`config.mk`:
```
export PLATFORM = sky130hd
export DESIGN_NAME = pgxl_dma_chan
export DESIGN_NICKNAME = d
export VERILOG_FILES = /design/src/rtl/pgxl_pkg.sv /design/src/rtl/pgxl_regs.sv /design/src/rtl/pgxl_xlate.sv /design/src/rtl/pgxl_sizer.sv /design/src/rtl/pgxl_dma_chan.sv
export SDC_FILE = /design/constraint.sdc
export NUM_CORES = 1
export LEC_CHECK = 0
export BUFFER_PORTS_ARGS = -buffer_cell sky130_fd_sc_hd__buf_2
export CORE_MARGIN = 3
export CORE_UTILIZATION = 51
export DETAILED_ROUTE_END_ITERATION = 10
export PLACE_DENSITY = 0.8
export SKIP_CTS_REPAIR_TIMING = 1
export SLEW_MARGIN = 20
export SYNTH_ARGS = -nofsm -noshare
export SYNTH_HDL_FRONTEND = slang
export SYNTH_SLANG_ARGS = --single-unit
```
`constraint.sdc`:
```
create_clock -name clk -period 27.1 [get_ports clk]
set_input_delay 2.71 -clock clk [delete_from_list [all_inputs] [get_ports clk]]
set_output_delay 2.71 -clock clk [all_outputs]
set_load 0.01 [all_outputs]
```
`src/rtl/pgxl_pkg.sv`:
```
package pgxl_pkg;

  typedef enum logic [2:0] {
    ST_IDLE,
    ST_CHECK,
    ST_LOOKUP,
    ST_XFER,
    ST_FINISH
  } pgxl_state_e;

  localparam logic [2:0] IDX_MODE   = 3'd0;
  localparam logic [2:0] IDX_ENABLE = 3'd1;
  localparam logic [2:0] IDX_COUNT  = 3'd2;
  localparam logic [2:0] IDX_START  = 3'd3;
  localparam logic [2:0] IDX_TBASE  = 3'd4;
  localparam logic [2:0] IDX_TLIMIT = 3'd5;

  localparam int ENA_RUN_BIT = 0;
  localparam int ENA_DIR_BIT = 1;

endpackage

```
`src/rtl/pgxl_regs.sv`:
```
module pgxl_regs
  import pgxl_pkg::*;
#(
  parameter int AW = 32
) (
  input  logic          clk,
  input  logic          rst_n,
  input  logic          wr,
  input  logic [2:0]    idx,
  input  logic [AW-1:0] wdata,
  input  logic          clr_count,
  output logic [AW-1:0] rdata,
  output logic          run,
  output logic          mem_to_dev,
  output logic [AW-1:0] count,
  output logic [AW-1:0] start,
  output logic [AW-1:0] tbl_base
);

  logic [AW-1:0] mode_q, mode_d;
  logic [AW-1:0] ena_q, ena_d;
  logic [AW-1:0] cnt_q, cnt_d;
  logic [AW-1:0] start_q, start_d;
  logic [AW-1:0] tbase_q, tbase_d;
  logic [AW-1:0] tlim_q, tlim_d;

  always_comb begin
    mode_d  = mode_q;
    ena_d   = ena_q;
    cnt_d   = cnt_q;
    start_d = start_q;
    tbase_d = tbase_q;
    tlim_d  = tlim_q;
    if (wr) begin
      case (idx)
        IDX_MODE:   mode_d  = wdata;
        IDX_ENABLE: ena_d   = wdata;
        IDX_COUNT:  cnt_d   = wdata;
        IDX_START:  start_d = wdata;
        IDX_TBASE:  tbase_d = wdata;
        IDX_TLIMIT: tlim_d  = wdata;
        default: ;
      endcase
    end
    // Completion clear wins over a same-cycle software write.
    if (clr_count) cnt_d = '0;
  end

  always_ff @(posedge clk or negedge rst_n) begin
    if (!rst_n) begin
      mode_q  <= '0;
      ena_q   <= '0;
      cnt_q   <= '0;
      start_q <= '0;
      tbase_q <= '0;
      tlim_q  <= '0;
    end else begin
      mode_q  <= mode_d;
      ena_q   <= ena_d;
      cnt_q   <= cnt_d;
      start_q <= start_d;
      tbase_q <= tbase_d;
      tlim_q  <= tlim_d;
    end
  end

  always_comb begin
    case (idx)
      IDX_MODE:   rdata = mode_q;
      IDX_ENABLE: rdata = ena_q;
      IDX_COUNT:  rdata = cnt_q;
      IDX_START:  rdata = start_q;
      IDX_TBASE:  rdata = tbase_q;
      IDX_TLIMIT: rdata = tlim_q;
      default:    rdata = '0;
    endcase
  end

  assign run        = ena_q[ENA_RUN_BIT];
  assign mem_to_dev = ena_q[ENA_DIR_BIT];
  assign count      = cnt_q;
  assign start      = start_q;
  assign tbl_base   = tbase_q;

  // a completion clear leaves the count at zero on the next cycle
  a_r9_count_cleared: assert property (@(posedge clk) disable iff (!rst_n)
    clr_count |=> (cnt_q == '0));

endmodule

```
`src/rtl/pgxl_xlate.sv`:
```
module pgxl_xlate #(
  parameter int AW        = 32,
  parameter int PAGE_BITS = 12,
  parameter int ENT_LOG2  = 3
) (
  input  logic          clk,
  input  logic          rst_n,
  input  logic          flush,
  input  logic          load,
  input  logic          big_endian,
  input  logic [AW-1:0] lanes,
  input  logic [AW:0]   log_addr,
  input  logic [AW-1:0] tbl_base,
  output logic          hit,
  output logic [AW-1:0] tbl_addr,
  output logic [AW-1:0] phys
);

  localparam int NB     = AW / 8;
  localparam int FRAME_W = AW - PAGE_BITS;
  localparam int TAG_W  = AW + 1 - PAGE_BITS;

  logic [AW-1:0]      swapped;
  logic [AW-1:0]      entry;
  logic [FRAME_W-1:0] frame_q, frame_d;
  logic [TAG_W-1:0]   tag_q, tag_d;
  logic               vld_q, vld_d;
  logic               ent_unused;

  for (genvar b = 0; b < NB; b++) begin : g_lane
    assign swapped[8*b +: 8] = lanes[8*(NB-1-b) +: 8];
  end

  assign entry      = big_endian ? swapped : lanes;
  assign ent_unused = ^entry[PAGE_BITS-1:0];

  always_comb begin
    frame_d = frame_q;
    tag_d   = tag_q;
    vld_d   = vld_q;
    if (flush) begin
      vld_d = 1'b0;
    end else if (load) begin
      frame_d = entry[AW-1:PAGE_BITS];
      tag_d   = log_addr[AW:PAGE_BITS];
      vld_d   = 1'b1;
    end
  end

  always_ff @(posedge clk or negedge rst_n) begin
    if (!rst_n) begin
      frame_q <= '0;
      tag_q   <= '0;
      vld_q   <= 1'b0;
    end else begin
      frame_q <= frame_d;
      tag_q   <= tag_d;
      vld_q   <= vld_d;
    end
  end

  assign hit      = vld_q && (tag_q == log_addr[AW:PAGE_BITS]);
  assign tbl_addr = tbl_base +
                    AW'({log_addr[AW-1:PAGE_BITS], {ENT_LOG2{1'b0}}});
  assign phys     = {frame_q, log_addr[PAGE_BITS-1:0]};

  // a freshly loaded entry serves the page it was fetched for
  a_r4_load_hits: assert property (@(posedge clk) disable iff (!rst_n)
    (load && !flush) |=> hit);

endmodule

```
`src/rtl/pgxl_sizer.sv`:
```
module pgxl_sizer #(
  parameter int LEN_W   = 16,
  parameter int BL_LOG2 = 8,
  parameter int BS_LOG2 = 4
) (
  input  logic [BL_LOG2-1:0] phys_low,
  input  logic [LEN_W:0]     remaining,
  output logic [BL_LOG2-1:0] size
);

  localparam int BIG_N   = (1 << BL_LOG2) - 1;
  localparam int SMALL_N = (1 << BS_LOG2) - 1;

  logic big_ok, small_ok;

  assign big_ok   = (phys_low == '0) && (remaining >= (LEN_W+1)'(BIG_N));
  assign small_ok = (phys_low[BS_LOG2-1:0] == '0) &&
                    (remaining >= (LEN_W+1)'(SMALL_N));

  always_comb begin
    if (big_ok)        size = BL_LOG2'(BIG_N);
    else if (small_ok) size = BL_LOG2'(SMALL_N);
    else               size = BL_LOG2'(1);
  end

endmodule

```
`src/rtl/pgxl_dma_chan.sv`:
```
module pgxl_dma_chan
  import pgxl_pkg::*;
#(
  parameter int AW        = 32,
  parameter int LEN_W     = 16,
  parameter int PAGE_BITS = 12,
  parameter int ENT_LOG2  = 3,
  parameter int BL_LOG2   = 8,
  parameter int BS_LOG2   = 4
) (
  input  logic               clk,
  input  logic               rst_n,
  input  logic               big_endian,
  input  logic               reg_wr,
  input  logic [2:0]         reg_idx,
  input  logic [AW-1:0]      reg_wdata,
  output logic [AW-1:0]      reg_rdata,
  input  logic               req_start,
  input  logic               req_to_mem,
  input  logic [LEN_W-1:0]   req_len,
  output logic               tbl_rd_req,
  output logic [AW-1:0]      tbl_rd_addr,
  input  logic               tbl_rd_valid,
  input  logic [AW-1:0]      tbl_rd_data,
  input  logic               tbl_rd_err,
  output logic               xfer_valid,
  input  logic               xfer_ready,
  output logic [AW-1:0]      xfer_addr,
  output logic [BL_LOG2-1:0] xfer_len,
  output logic               xfer_write,
  output logic               done,
  output logic               done_err,
  output logic [LEN_W-1:0]   done_bytes
);

  localparam int BIG_N   = (1 << BL_LOG2) - 1;
  localparam int SMALL_N = (1 << BS_LOG2) - 1;

  // Reset: asynchronous assertion, synchronous release
  logic [1:0] rs_q;
  logic       rst_s_n;

  always_ff @(posedge clk or negedge rst_n) begin
    if (!rst_n) rs_q <= 2'b00;
    else        rs_q <= {rs_q[0], 1'b1};
  end
  assign rst_s_n = rs_q[1];

  pgxl_state_e   st_q, st_d;
  logic [AW:0]   log_q, log_d;
  logic [AW:0]   end_q, end_d;
  logic [LEN_W:0] moved_q, moved_d;
  logic [LEN_W:0] len_q, len_d;
  logic          wr_q, wr_d;
  logic          ferr_q, ferr_d;
  logic          fclr_q, fclr_d;

  logic          run, mem_to_dev, accept;
  logic [AW-1:0] cnt, start, tbase;
  logic          hit, flush, load;
  logic [AW-1:0] phys;
  logic [BL_LOG2-1:0] size;
  logic          clr_count;

  pgxl_regs #(.AW(AW)) u_regs (
    .clk(clk), .rst_n(rst_s_n), .wr(reg_wr), .idx(reg_idx),
    .wdata(reg_wdata), .clr_count(clr_count), .rdata(reg_rdata),
    .run(run), .mem_to_dev(mem_to_dev), .count(cnt), .start(start),
    .tbl_base(tbase)
  );

  pgxl_xlate #(.AW(AW), .PAGE_BITS(PAGE_BITS), .ENT_LOG2(ENT_LOG2)) u_xlate (
    .clk(clk), .rst_n(rst_s_n), .flush(flush), .load(load),
    .big_endian(big_endian), .lanes(tbl_rd_data), .log_addr(log_q),
    .tbl_base(tbase), .hit(hit), .tbl_addr(tbl_rd_addr), .phys(phys)
  );

  pgxl_sizer #(.LEN_W(LEN_W), .BL_LOG2(BL_LOG2), .BS_LOG2(BS_LOG2)) u_sizer (
    .phys_low(phys[BL_LOG2-1:0]), .remaining(len_q - moved_q), .size(size)
  );

  assign accept = run && (req_to_mem != mem_to_dev);
  assign flush  = (st_q == ST_IDLE) && req_start;
  assign load   = (st_q == ST_LOOKUP) && tbl_rd_valid && !tbl_rd_err;

  always_comb begin
    st_d    = st_q;
    log_d   = log_q;
    end_d   = end_q;
    moved_d = moved_q;
    len_d   = len_q;
    wr_d    = wr_q;
    ferr_d  = ferr_q;
    fclr_d  = fclr_q;
    case (st_q)
      ST_IDLE: begin
        if (req_start) begin
          moved_d = '0;
          ferr_d  = 1'b0;
          fclr_d  = 1'b0;
          if (accept) begin
            log_d = {1'b0, start};
            end_d = {1'b0, start} + {1'b0, cnt};
            len_d = {1'b0, req_len};
            wr_d  = req_to_mem;
            st_d  = ST_CHECK;
          end else begin
            st_d  = ST_FINISH;
          end
        end
      end
      ST_CHECK: begin
        if ((log_q < end_q) && (moved_q < len_q)) begin
          st_d = hit ? ST_XFER : ST_LOOKUP;
        end else begin
          fclr_d = 1'b1;
          st_d   = ST_FINISH;
        end
      end
      ST_LOOKUP: begin
        if (tbl_rd_valid) begin
          if (tbl_rd_err) begin
            ferr_d = 1'b1;
            st_d   = ST_FINISH;
          end else begin
            st_d   = ST_XFER;
          end
        end
      end
      ST_XFER: begin
        if (xfer_ready) begin
          log_d   = log_q + (AW+1)'(size);
          moved_d = moved_q + (LEN_W+1)'(size);
          st_d    = ST_CHECK;
        end
      end
      ST_FINISH: st_d = ST_IDLE;
      default:   st_d = ST_IDLE;
    endcase
  end

  always_ff @(posedge clk or negedge rst_s_n) begin
    if (!rst_s_n) begin
      st_q    <= ST_IDLE;
      log_q   <= '0;
      end_q   <= '0;
      moved_q <= '0;
      len_q   <= '0;
      wr_q    <= 1'b0;
      ferr_q  <= 1'b0;
      fclr_q  <= 1'b0;
    end else begin
      st_q    <= st_d;
      log_q   <= log_d;
      end_q   <= end_d;
      moved_q <= moved_d;
      len_q   <= len_d;
      wr_q    <= wr_d;
      ferr_q  <= ferr_d;
      fclr_q  <= fclr_d;
    end
  end

  assign tbl_rd_req = (st_q == ST_LOOKUP);
  assign xfer_valid = (st_q == ST_XFER);
  assign xfer_addr  = phys;
  assign xfer_len   = size;
  assign xfer_write = wr_q;
  assign done       = (st_q == ST_FINISH);
  assign done_err   = ferr_q;
  assign done_bytes = moved_q[LEN_W-1:0];
  assign clr_count  = done && fclr_q;

  // an offered transfer holds until it is taken
  a_r11_xfer_hold: assert property (@(posedge clk) disable iff (!rst_s_n)
    (xfer_valid && !xfer_ready) |=>
      (xfer_valid && $stable(xfer_addr) && $stable(xfer_len)));

  // long bursts start on a long-burst boundary
  a_r7_big_align: assert property (@(posedge clk) disable iff (!rst_s_n)
    (xfer_valid && xfer_len == BL_LOG2'(BIG_N)) |->
      (xfer_addr[BL_LOG2-1:0] == '0));

  // short bursts start on a short-burst boundary
  a_r7_small_align: assert property (@(posedge clk) disable iff (!rst_s_n)
    (xfer_valid && xfer_len == BL_LOG2'(SMALL_N)) |->
      (xfer_addr[BS_LOG2-1:0] == '0));

  // a transfer never carries the request past its length
  a_r8_len_bound: assert property (@(posedge clk) disable iff (!rst_s_n)
    xfer_valid |-> (moved_q + (LEN_W+1)'(xfer_len) <= len_q));

  // done is a single-cycle pulse
  a_r9_done_pulse: assert property (@(posedge clk) disable iff (!rst_s_n)
    done |=> !done);

  // no table traffic or transfer while idle
  a_r5_idle_quiet: assert property (@(posedge clk) disable iff (!rst_s_n)
    (st_q == ST_IDLE) |-> (!xfer_valid && !tbl_rd_req));

endmodule

```
==> summary.txt, run 1 <==
Status
  – Status: finished, final reports clean

Routing
  – Via/cell ratio: approximately 6.2
  – Pre-Repair DR Iteration Count: 6
  – WL met2: 25900 um
  – Routed WL per cell: 21.1 um
  – Routed vias: 16700
  – Uppermost routed layer: met4
  – Initial DRC count: 1566
  – Met1 wire length: around 24000 um
  – WL final: between 50000 and 60000 um
  – Post-DRT Antenna Nets: 0
  – Wire length on met3: 5380 um
  – DRC violations left: 0

Timing
  – Fin Clk Skew: between 0.02 and 0.03 ns
  – Fin. Hold Viols: 0
  – Crit path time final: 6.81 ns
  – Max-slew violations: 0
  – RSZ-0062 raised after global routing: no
  – Final setup vio count: 0
  – Final setup TNS: 0 ns
  – Post-route clock period utilization: 25.1%
  – Slew @ Worst Pin: 1.04 ns
  – Slew margin rel.: 30.3%
  – FMAX: 0.147 GHz

Setup path
  – CP startpoint kind: register
  – Worst r2r src: moved_q[0]
  – Critical path, cell by cell: ha_1 > inv_1 > fa_1 > nor2b_1 > o21a_1 > o21ai_0 > a21oi_1 > o211ai_1 > a31oi_1 > o21ai_0 > a21oi_1 > xor2_1 > buf_2
  – Crit path max-delay family: compound AO/OA/AOI/OAI gates
  – Setup CP Type: reg2out
  – Max incr delay on CP: 0.79 ns
  – Worst setup path endpoint: tbl_rd_addr[25]
  – CP Depth: 13
  – Worst reg2reg path depth: 20
  – Worst path required time: 24.39 ns
  – R2R Path End: moved_q[12]
  – Critical path buffers and inverters: 2
  – Maximum fanout along the worst path: 8
  – Crit. End Element: output port
  – Crit path max-delay cell type: o21ai_0
  – Flop2flop setup slack: approximately 22 ns
  – Critical path launch point: log_q[12]
  – Crit path DAT: 4.10 ns

Synthesis
  – Synth top area share: 42.8%
  – Main synth FF type: dfrtp_1
  – YS warnings: 0
  – Post-synth EDFFs: 0
  – Seq/Total Area, Yosys: 42.8%
  – Cell taking the most area after synthesis: dfrtp_1
  – Mapped cell area: 19900 um2
  – Synth top area cells: dfrtp_1 (43%), mux2_2 (10%), ha_1 (7.2%)
  – Netlist cell types: between 70 and 80
  – Post-Syn Instances: 1989
  – Most frequent cells after synthesis: dfrtp_1 (341), nand2_1 (192), mux2_2 (177)
  – Cell with the most instances after synthesis: dfrtp_1
  – Yosys reg bits: between 300 and 400
  – Syn_area_per_cell: 10.0 um2
  – Asr flop ratio synth: between 90% and 100%

Finish
  – Layout Nets: ~2400
  – Seq. cell area: about 8500 um2
  – Share of cells above drive strength 1: 23.0%
  – Multi-input logic area: 10500 um2
  – Ant. Diodes: 0
  – Post-Layout Cell Count: 2676
  – Filler cell count: between 3000 and 4000
  – P&R area growth vs syn: 12.7%
  – Final core utilization: 59.0%

Die
  – Chip height: between 200 and 250 um
  – Site row count: a little over 70
  – Initial core utilization: 52.3%
  – Core ar.: 38100 um2
  – Die area: between 40000 and 50000 um2
  – Die W: 204 um
  – I/O pin count: 217

Global route
  – GRT overflow: 0
  – First-pass GRT wire length: 89400 um
  – Antenna violations before repair: 0
  – GR Util All Layers: roughly 27%
  – Number of global-route vias before repair: between 15000 and 20000
  – Pin count of the biggest net entering global routing: 85

Clock network
  – Clk Latency, worst-skew pair: 0.57 ns
  – CTS Buf Count: 39
  – Clock Tree Root: clkbuf_16
  – H-tree Lvls: 2
  – Clock tree sinks: 341
  – Clock Path Buffers: 3
  – CTS tree: done
  – Clk slew on worst S/H paths: 0.06 ns

Placement
  – Hpwl dp: 40500 um
  – PortBufs: 215
  – GP Congestion: 0.965
  – Post-Place Cells: 2610

Pwr
  – Peak VDD IR: 0.0755 mV
  – P_leak: approximately 10 nW
  – PD cells: roughly 110 nW/um2

Min path
  – Hold Crit Class: reg2async

Flow run
  – Max-cap viol count: 0
-- logic make-up (layout without fill, tap and decap cells) --
| family | Yosys count | count (layout) | synth area share (%) |
|---|---|---|---|
| compound gates | 550 | 550 | 18.4 |
| simple gates | 471 | 471 | 11.0 |
| mux | 201 | 201 | 11.2 |
| buf+inv | 211 | 386 | 4.74 |
| other cells | 1 | 2 | 0.0188 |
| xor+xnor | 95 | 95 | 4.17 |
| fa+ha+maj | 119 | 119 | 7.65 |
| flops | 341 | 341 | 42.8 |
-- placed cells by master, fill, tap and decap left out, drive strengths merged, types with 9 or more instances in the layout --
cell / n
o21bai: 9
and2: 15
a31oi: 14
ha: 114
a22o: 34
and3: 15
a21oi: 109
o31ai: 16
a211oi: 19
nor3: 23
clkbuf: 52
xnor2: 65
a21o: 46
o22ai: 15
inv: 86
dfrtp: 341
buf: 237
mux2: 177
nand2b: 16
o21ai: 121
nand4: 21
nor2: 82
nand2: 192
mux2i: 24
xor2: 30
a22oi: 99
nand3: 54
nor2b: 17
-- per-stage QoR --
step / hold slack, ns / instance area, um2 / power (mW) / setup WS [ns]
floorplan: 0.331 / 19900 / 1.58 / 16.89
global placement: 0.250 / 21300 / 1.87 / 20.51
detailed placement: 0.254 / 21300 / 1.92 / 20.46
CTS: 0.260 / 22400 / 2.43 / 20.38
global route: 0.289 / 22500 / 2.60 / 20.08
finish: 0.250 / 22500 / 2.44 / 20.29
-- layer usage --
metal / global-route usage (%) / up-vias
li1: - / 7542
met2: 42.8 / 853
met5: 0 / -
met3: 5.59 / 114
met1: 36.9 / 8193
met4: 8.80 / 0
-- worst register-to-register path: cells and delay by family, from the launching register on --
| family | cells | cell delay, ns |
|---|---|---|
| AOI/OAI and AO/OA | 11 | 3.06 |
| and+or+nand+nor | 5 | 0.66 |
| adders and majority gates | 3 | 1.09 |
| DFF | 1 | 0.44 |
| xor gates and xnor gates | 1 | 0.18 |
-- power breakdown --
part / switching, mW / leakage (nW) / internal [mW] / total [mW]
sequential: 0.188 / 4.23 / 0.666 / 0.855
clock: 0.215 / 0.581 / 0.287 / 0.502
combinational: 0.606 / 5.63 / 0.481 / 1.09
-- worst min path at each step --
stage	start	depth (start not counted)	endpoint
6_report	rs_q[1]	0	u_regs.ena_q[3]
3_5_place_dp	rs_q[1]	0	u_regs.mode_q[1]
4_1_cts	rs_q[1]	0	u_regs.mode_q[3]
5_1_grt	rs_q[1]	0	u_regs.tlim_q[3]
2_1_floorplan	rs_q[0]	0	rs_q[1]
3_3_place_gp	rs_q[1]	0	u_regs.mode_q[1]
-- final cells by class --
type	count	share of cell area, %
multi-input cells	1438	46.9
clock buffers	52	4.74
clock inverters	13	0.573
inverters	84	1.40
flip-flops and latches	341	38.0
repair buffers	237	5.60
well taps	511	2.85
-- sequential cells by signal (all words and copies together), names as in the netlist, 17 cells and up --
name,cells
log_q,33
u_regs.tlim_q,32
u_regs.tbl_base,32
moved_q,17
u_xlate.frame_q,20
u_regs.start,32
end_q,33
u_xlate.tag_q,21
u_regs.mode_q,32
u_regs.ena_q,32
u_regs.count,32
Power figures use the tool's default switching activity.
==> inputs of run 2 (changes only) <==
--- a/config.mk
+++ b/config.mk
@@ -9,7 +9,7 @@
 export CORE_MARGIN = 3
 export CORE_UTILIZATION = 51
 export DETAILED_ROUTE_END_ITERATION = 10
-export PLACE_DENSITY = 0.8
+export PLACE_DENSITY = 0.83
 export SKIP_CTS_REPAIR_TIMING = 1
 export SLEW_MARGIN = 20
 export SYNTH_ARGS = -nofsm -noshare
==> constraint.sdc (replaced) <==
create_clock -name clk -period 6.1 [get_ports clk]
set_input_delay 0.61 -clock clk [delete_from_list [all_inputs] [get_ports clk]]
set_output_delay 0.61 -clock clk [all_outputs]
set_load 0.01 [all_outputs]
==> summary.txt, run 2 (same netlist as run 1, synthesis figures left out) <==
Pwr
  – P_leak: 10.5 nW (+0.74%)
  – Peak VDD IR: 0.353 mV (+370%)
  – PD cells: 487 nW/um2 (+350%)
  – Final Power: 11.0 mW (+350%)

Min path
  – Worst min-delay path endpoint: len_q[8]
  – Worst hold stages: 3
  – Hold Crit Class: in2reg
  – Hold path start: req_len[8]

Finish
  – Most frequent cells in the layout: dfrtp_1 (340), buf_2 (215), nand2_1 (189)
  – Filler cell count: 3081 (-2.8%)
  – Final instance area: 22700 um2 (+0.85%)
  – Share of cells above drive strength 1: 23.1% (+0.15 points)
  – Post-Layout Cell Count: 2681 (+0.19%)
  – P&R area growth vs syn: 13.6%
  – Commonest non-fill, non-tap cell in the layout: dfrtp_1
  – Top Registers: end_q (33), log_q (33)
  – Final core utilization: 59.5% (+0.50 points)
  – Layout Nets: 2349 (-0.13%)

Die
  – Site row count: 71 (unchanged)
  – Die area: 41500 um2 (unchanged)
  – Die W: 204 um (unchanged)
  – I/O pin count: 217 (unchanged)
  – Initial core utilization: 52.3% (unchanged)
  – Core ar.: 38100 um2 (unchanged)
  – Chip height: 204 um (unchanged)

Timing
  – Slew @ Worst Pin: 1.07 ns (+0.0291 ns)
  – WHS: 0.227 ns (-0.0225 ns)
  – Fin. Hold Viols: 0 (unchanged)
  – Final setup vio count: 0 (unchanged)
  – Final Worst Setup Slack: 0.518 ns (-19.77 ns)
  – FMAX: 0.179 GHz
  – Fin Clk Skew: 0.0327 ns (+0.00761 ns)
  – RSZ-0062 raised after global routing: no
  – Crit path time final: 5.58 ns
  – Max-slew violations: 0 (unchanged)
  – Final setup TNS: 0 ns (unchanged)
  – Post-route clock period utilization: 91.5%
  – Slew margin rel.: 28.2% (-2.1 points)

Global route
  – Number of global-route vias before repair: 16400 (-0.085%)
  – GRT overflow: 0 (unchanged)
  – GR Util All Layers: 26.3% (-0.52 points)
  – Antenna violations before repair: 2 (+2)
  – First-pass GRT wire length: 87600 um (-2.0%)
  – Pin count of the biggest net entering global routing: 184 (+120%)

Setup path
  – Maximum fanout along the worst path: 10 (+2)
  – R2R Path End: moved_q[12]
  – Crit. End Element: register
  – Worst reg2reg path depth: 20 (unchanged)
  – CP startpoint kind: register
  – Crit path DAT: 6.03 ns (+1.93 ns)
  – Setup CP Type: reg2reg
  – Flop2flop setup slack: 0.52 ns (-21.00 ns)
  – Worst path required time: 6.55 ns (-17.84 ns)
  – Worst r2r src: moved_q[0]

Flow run
  – Max-cap viol count: 0 (unchanged)

Routing
  – Post-DRT Antenna Nets: 0 (unchanged)
  – Initial DRC count: 1586 (+1.3%)
  – Via/cell ratio: 6.24 (about the same)
  – WL final: 56000 um (-1.0%)
  – DRC violations left: 0 (unchanged)
  – Routed vias: 16700 (+0.13%)
  – Routed WL per cell: 20.9 um (-1.2%)
  – Pre-Repair DR Iteration Count: 5 (-1)

Placement
  – Post-Place Cell Area: 21200 um2 (-0.12%)
  – Dpl ws: 0.700 ns (-19.76 ns)
  – GP Congestion: 0.917 (-4.9%)
  – PortBufs: 215 (unchanged)
  – Hpwl dp: 39800 um (-1.6%)
  – Post-Place Cells: 2605 (-0.19%)

Clock network
  – CTS tree: done
  – Clk Latency, worst-skew pair: 0.58 ns (about the same)
  – Clock Tree Root: clkbuf_16
  – Clk slew on worst S/H paths: 0.06 ns (about the same)
  – H-tree Lvls: 2 (unchanged)
  – Clock tree sinks: 341 (unchanged)
  – CTS Buf Count: 38 (-2.6%)
  – Clock Path Buffers: 3 (unchanged)

Status
  – Status: finished, final reports clean
-- run 2: changes by cell type in the layout (fill, tap and decap cells not counted) --
cell / change
clkbuf_8: +2
bufinv_16: +4
clkbuf_1: -2
clkbuf_16: -1
buf_4: -5
clkinv_2: +3
buf_16: +3
buf_6: -1
clkinv_16: +1
clkinv_4: -3
clkinvlp_4: +1
dlygate4sd3_1: +1
diode_2: +2
-- run 2: worst max-delay path, stage by stage, from the launching register on --
cell       delay (ns)
dfrtp_1          0.43
ha_1             0.25
fa_1             0.42
nor2b_1          0.16
nor3_1           0.06
o31a_1           0.27
o21ai_0          0.29
a31oi_1          0.15
nor4_1           0.24
o211ai_1         0.18
o31a_1           0.47
ha_1             0.40
nor2b_1          0.13
o21ai_0          0.12
a21boi_0         0.29
o21ai_0          0.16
a21oi_1          0.24
o21ai_0          0.24
a2111oi_0        0.69
xnor2_1          0.20
nor2_1           0.05
-- run 2: report_power, final --
group          switching (mW)  leakage [nW]  internal, mW
Combinational            2.69          5.64          2.14
Clock                   0.982         0.648          1.45
Sequential              0.804          4.23          2.96
-- run 2: per-layer routing --
layer  up-vias  wire length [um]  track usage (%)
li1       7555                 -                -
met1      8163             23600             36.7
met2       875             25300             41.3
met3       128              5420             5.09
met4         2              1690             9.39
met5         -                15                0
-- run 2: worst max path at each step --
stage	end	slack (ns)	from	cells after the start
detailed placement	moved_q[12]	0.70	moved_q[0]	20
CTS	moved_q[12]	0.64	moved_q[0]	20
global placement	log_q[16]	0.90	moved_q[0]	20
floorplan	done_err	0.53	rs_q[1]	0
global route	moved_q[12]	0.03	moved_q[0]	20
finish	moved_q[12]	0.52	moved_q[0]	20
-- run 2: cell type report --
cell class | instances | area (um2) | area share, %
Clock buffer | 51 | 1060 | 4.68
Sequential cell | 341 | 8540 | 37.7
Inverter | 84 | 315 | 1.39
Antenna cell | 2 | 5.00 | 0.0221
Multi-Input combinational cell | 1438 | 10500 | 46.5
Timing Repair Buffer | 235 | 1300 | 5.74
Tap cell | 511 | 639 | 2.82
Clock inverter | 19 | 275 | 1.21
